**src/rtl/mgate_pkg.sv**
```systemverilog
package mgate_pkg;

  typedef enum logic [1:0] {
    CLS_OTHER = 2'b00,
    CLS_WAIT  = 2'b01,
    CLS_ESC   = 2'b10,
    CLS_RSVD  = 2'b11
  } insn_cls_e;

  localparam int unsigned MSW_W  = 4;
  localparam int unsigned BIT_PE = 0;
  localparam int unsigned BIT_MP = 1;
  localparam int unsigned BIT_EM = 2;
  localparam int unsigned BIT_TS = 3;

  typedef struct packed {
    logic ts;
    logic em;
    logic mp;
    logic pe;
  } msw_t;

endpackage

```
**src/rtl/mgate_rst_sync.sv**
```systemverilog
module mgate_rst_sync #(
  parameter int unsigned STAGES = 2
) (
  input  logic clk,
  input  logic rst_n,
  output logic rst_sync_n
);

  logic [STAGES-1:0] sync_q;

  always_ff @(posedge clk or negedge rst_n) begin
    if (!rst_n) sync_q <= '0;
    else        sync_q <= {sync_q[STAGES-2:0], 1'b1};
  end

  assign rst_sync_n = sync_q[STAGES-1];

endmodule

```
**src/rtl/mgate_msw_reg.sv**
```systemverilog
module mgate_msw_reg
  import mgate_pkg::*;
(
  input  logic             clk,
  input  logic             rst_n,
  input  logic             wr_en,
  input  logic [MSW_W-1:0] wr_data,
  output msw_t             msw_q
);

  msw_t msw_d;

  // protect bit accumulates; the other three take the written value
  always_comb begin
    msw_d    = msw_q;
    msw_d.pe = msw_q.pe | wr_data[BIT_PE];
    msw_d.mp = wr_data[BIT_MP];
    msw_d.em = wr_data[BIT_EM];
    msw_d.ts = wr_data[BIT_TS];
  end

  always_ff @(posedge clk or negedge rst_n) begin
    if (!rst_n)     msw_q <= '0;
    else if (wr_en) msw_q <= msw_d;
  end

endmodule

```
**src/rtl/mgate_decide.sv**
```systemverilog
module mgate_decide
  import mgate_pkg::*;
#(
  parameter int unsigned       VEC_W   = 8,
  parameter logic [VEC_W-1:0]  NP_VEC  = VEC_W'(7),
  parameter logic [VEC_W-1:0]  ERR_VEC = VEC_W'(16)
) (
  input  msw_t             msw,
  input  logic             valid,
  input  logic [1:0]       cls,
  input  logic             busy_n,
  input  logic             error_n,
  output logic             trap,
  output logic [VEC_W-1:0] trap_vec,
  output logic             stall
);

  insn_cls_e cls_e;
  logic      is_wait;
  logic      is_esc;

  always_comb begin
    cls_e   = insn_cls_e'(cls);
    is_wait = valid && (cls_e == CLS_WAIT);
    is_esc  = valid && (cls_e == CLS_ESC);
  end

  // priority: emulate, task-switched (and monitor-wait for WAIT), error, busy
  always_comb begin
    trap     = 1'b0;
    trap_vec = NP_VEC;
    stall    = 1'b0;
    if (is_esc && msw.em) begin
      trap = 1'b1;
    end else if (is_esc && msw.ts) begin
      trap = 1'b1;
    end else if (is_wait && msw.mp) begin
      trap = 1'b1;
    end else if ((is_wait || is_esc) && !error_n) begin
      trap     = 1'b1;
      trap_vec = ERR_VEC;
    end else if ((is_wait || is_esc) && !busy_n) begin
      stall = 1'b1;
    end
  end

endmodule

```
**src/rtl/mgate_exc_reg.sv**
```systemverilog
module mgate_exc_reg #(
  parameter int unsigned VEC_W = 8
) (
  input  logic             clk,
  input  logic             rst_n,
  input  logic             trap,
  input  logic [VEC_W-1:0] trap_vec,
  output logic             exc_valid,
  output logic [VEC_W-1:0] exc_vector
);

  logic             valid_d;
  logic             vec_en;

  always_comb begin
    valid_d = trap;
    vec_en  = trap;
  end

  always_ff @(posedge clk or negedge rst_n) begin
    if (!rst_n) exc_valid <= 1'b0;
    else        exc_valid <= valid_d;
  end

  always_ff @(posedge clk or negedge rst_n) begin
    if (!rst_n)      exc_vector <= '0;
    else if (vec_en) exc_vector <= trap_vec;
  end

endmodule

```
**src/rtl/mstat_fpu_gate.sv**
```systemverilog
module mstat_fpu_gate
  import mgate_pkg::*;
#(
  parameter int unsigned      VEC_W   = 8,
  parameter logic [VEC_W-1:0] NP_VEC  = VEC_W'(7),
  parameter logic [VEC_W-1:0] ERR_VEC = VEC_W'(16),
  parameter int unsigned      RST_STAGES = 2
) (
  input  logic             clk,
  input  logic             rst_n,
  input  logic             msw_wr_en,
  input  logic [3:0]       msw_wr_data,
  output logic [3:0]       msw_rd_data,
  input  logic             insn_valid,
  input  logic [1:0]       insn_class,
  input  logic             cop_busy_n,
  input  logic             cop_error_n,
  output logic             exc_valid,
  output logic [VEC_W-1:0] exc_vector,
  output logic             stall,
  output logic             prot_mode
);

  logic             rst_sync_n;
  msw_t             msw_q;
  logic             trap;
  logic [VEC_W-1:0] trap_vec;
  logic             stall_raw;

  mgate_rst_sync #(.STAGES(RST_STAGES)) u_rst_sync (
    .clk        (clk),
    .rst_n      (rst_n),
    .rst_sync_n (rst_sync_n)
  );

  mgate_msw_reg u_msw (
    .clk     (clk),
    .rst_n   (rst_sync_n),
    .wr_en   (msw_wr_en),
    .wr_data (msw_wr_data),
    .msw_q   (msw_q)
  );

  mgate_decide #(.VEC_W(VEC_W), .NP_VEC(NP_VEC), .ERR_VEC(ERR_VEC)) u_decide (
    .msw      (msw_q),
    .valid    (insn_valid),
    .cls      (insn_class),
    .busy_n   (cop_busy_n),
    .error_n  (cop_error_n),
    .trap     (trap),
    .trap_vec (trap_vec),
    .stall    (stall_raw)
  );

  mgate_exc_reg #(.VEC_W(VEC_W)) u_exc (
    .clk        (clk),
    .rst_n      (rst_sync_n),
    .trap       (trap),
    .trap_vec   (trap_vec),
    .exc_valid  (exc_valid),
    .exc_vector (exc_vector)
  );

  assign msw_rd_data = msw_q;
  assign prot_mode   = msw_q.pe;
  assign stall       = stall_raw & rst_sync_n;

endmodule

```
**config.mk**
```make
export PLATFORM = sky130hd
export DESIGN_NAME = mstat_fpu_gate
export DESIGN_NICKNAME = d
export VERILOG_FILES = /design/src/rtl/mgate_pkg.sv /design/src/rtl/mgate_rst_sync.sv /design/src/rtl/mgate_msw_reg.sv /design/src/rtl/mgate_decide.sv /design/src/rtl/mgate_exc_reg.sv /design/src/rtl/mstat_fpu_gate.sv
export SDC_FILE = /design/constraint.sdc
export NUM_CORES = 1
export LEC_CHECK = 0
export BUFFER_PORTS_ARGS = -buffer_cell sky130_fd_sc_hd__clkbuf_2
export CORE_MARGIN = 2
export CORE_UTILIZATION = 50
export CTS_CLUSTER_DIAMETER = 40
export CTS_CLUSTER_SIZE = 25
export DETAILED_ROUTE_END_ITERATION = 16
export PLACE_DENSITY = 0.82
export SLEW_MARGIN = 20
export SYNTH_ARGS = -nofsm -noshare
export SYNTH_HDL_FRONTEND = slang
export SYNTH_HIERARCHICAL = 1
export SYNTH_SLANG_ARGS = --single-unit
```
**constraint.sdc**
```tcl
create_clock -name clk -period 2.3 [get_ports clk]
set_input_delay 0.345 -clock clk [delete_from_list [all_inputs] [get_ports clk]]
set_output_delay 0.345 -clock clk [all_outputs]
set_load 0.1 [all_outputs]
```
==> impl_metrics.json <==
{
  "status": "finished clean",
  "rsz0062_at_grt": "false",
  "drtIter0Drc": 6,
  "critPathMaxFanout": 4,
  "die_area_um2": 1689,
  "cts_setup_buffers": 0,
  "setup-tns-final_ns": 0,
  "clk_pin_slew_ns": 0.09,
  "clock_latency_ns": 0.28,
  "vias": 425,
  "start_util": 0.5288,
  "fin_skew_ns": 0.006952,
  "viasPerCell": 4.670,
  "io_pins": 27,
  "antenna_found_initial": 0,
  "relSlewSlack": 0.6409,
  "die_height_um": 41.10,
  "drv_cap": 0,
  "cts_made_buffers": 3,
  "critPathRequiredTime_ns": 1.96,
  "nets": 89,
  "synth-seq-cells": 15,
  "rows": 13,
  "overflow": 0,
  "synth_cell_type_count": 18,
  "yosysWarnings": 6,
  "grt_max_degree": 14,
  "synthDominantCellAreaShare": 0.5455,
  "ant_nets": 0,
  "root_buffer": "clkbuf_4",
  "port_buffers": 26,
  "worstPathArrival_ns": 1.71,
  "finalCriticalPeriod_ns": 2.056,
  "synth_largest_area_cell": "dfrtp_1",
  "synth_seq_area_share": 0.5455,
  "r2r-start": "u_msw/msw_q[1]",
  "setup_violations": 0,
  "leakage_nw": 0.4301,
  "finalHoldViolations": 0,
  "fin_util": 0.6385,
  "routed_wl_mm": 1.149,
  "worst_pin_slew_ns": 0.5409,
  "holdBufCountCts": 1,
  "core_area_um2": 1301,
  "synthCells": 49,
  "grt_usage": 0.1818,
  "crit_start": "u_msw/msw_q[2]",
  "die_x_um": 41.10,
  "netlist_top_cells_area": "dfrtp_1 55%, mux2_4 17%, buf_4 7.6%",
  "cts_tree": "done",
  "h-tree-depth": 1,
  "fin_crit_sh": 0.8938,
  "power_density_nw_per_um2": 1016,
  "end_kind": "primary output",
  "grt_pass1_vias": 461,
  "gp_congestion": 0.7410,
  "n_antenna_cell": 0,
  "crit_type": "reg2out",
  "report.final.slew_viol_count": 0,
  "syn_avg_cell_area_um2": 14.04,
  "dr.pass1.iters": 2,
  "layout-drive-gt1-share": 0.5789,
  "synth_area_um2": 688.2,
  "clk_path_buf_depth": 2,
  "area_growth_pct": 20.73,
  "clock.fmax_mhz": 486.4,
  "numClockSinks": 15,
  "layout_commonest_cell": "clkbuf_2",
  "irDropWorstVdd_mv": 0.6211,
  "ctsResizeCount": 0,
  "hpwlAfterDp_um": 899.3,
  "drc": 0,
  "wl_per_cell_um": 12.63,
  "final_cell_mix": "26 x clkbuf_2, 15 x dfrtp_1, 8 x mux2_4, 5 x conb_1",
  "hold_class": "reg2async",
  "grt_pass1_wl_mm": 1.897,
  "crit_path_start_kind": "flop"
}
[critical path: stages, from the launching register on]
cell      delay, ns
dfrtp_1        0.40
nor2_1         0.12
o22ai_1        0.14
a21oi_1        0.18
and2_2         0.15
clkbuf_2       0.44
[sequential cells by signal, summed over array words and instances (netlist names)]
name,cells
u_rst_sync/sync_q,2
u_exc/exc_valid,1
u_msw/msw_q,4
u_exc/exc_vector,8
[metal layers]
layer	up-vias	routed length, µm	share of wire	GRT usage
met4	0	0	0	0.07258
li1	208	-	-	-
met3	0	83	0.072	0.08152
met5	-	0	0	0
met2	19	615	0.54	0.3008
met1	198	450	0.39	0.2021
[logic make-up after synthesis]
group | after synthesis | synth area share
XOR/XNOR | 1 | 0.01273
buffers and inverters | 8 | 0.09273
flip-flops | 15 | 0.5455
other | 2 | 0.01091
AO/OA/AOI/OAI | 6 | 0.06183
AND/OR/NAND/NOR | 6 | 0.05273
multiplexers | 11 | 0.2236
[worst paths after layout]
| path | to | slack, ns | cells after the start |
|---|---|---|---|
| worst max-delay path | stall | 0.24 | 5 |
| max in group asynchronous | u_rst_sync/sync_q[1] | 1.81 | 2 |
| min in group clk | u_msw/msw_q[0] | 0.27 | 2 |
| worst max register to register | u_exc/exc_vector[5] | 0.67 | 4 |
| worst min-delay path | u_exc/exc_vector[3] | 0.20 | 1 |
| worst min register to register | u_exc/exc_vector[3] | 0.20 | 1 |
[cells in the mapped netlist]
| cell type | count |
|---|---|
| o22ai_1 | 1 |
| conb_1 | 2 |
| a21bo_1 | 1 |
| mux2_4 | 8 |
| nand4b_1 | 1 |
| nor2_1 | 1 |
| xor2_1 | 1 |
| nand2_1 | 1 |
| nand2b_1 | 1 |
| a21o_2 | 1 |
| and2_1 | 1 |
| buf_4 | 7 |
| a21o_1 | 1 |
| a21oi_1 | 2 |
| buf_6 | 1 |
| nand3b_1 | 1 |
| mux2_2 | 3 |
| dfrtp_1 | 15 |
[where the power goes]
group          internal (mW)  leakage [nW]  total, mW  switching, mW
clock                 0.0645        0.0177      0.146         0.0811
sequential             0.299         0.169      0.320         0.0215
combinational         0.0787         0.243      0.378          0.299
[metrics by stage]
stage          total power [mW]  cell area, µm²  cells  worst slack, ns  hold WS (ns)
3_5_place_dp             0.7030           793.3     86           0.4480        0.1391
3_3_place_gp             0.6959           793.3     86           0.5118        0.1340
5_1_grt                  0.8834           830.8     91          0.08074        0.2171
6_report                 0.8437           830.8     91           0.2442        0.1971
2_1_floorplan            0.6506           700.7     52           0.2014       0.04941
4_1_cts                  0.8525           830.8     91           0.2312        0.1992
[cell type report]
cell class	count	area [µm²]
sequential	15	375.4
timing repair buffer	28	147.6
multi-input combinational	29	261.5
clock inverter	1	5.005
tap	15	18.77
fill	112	470.5
clock buffer	3	22.52
Power figures use the tool's default switching activity.
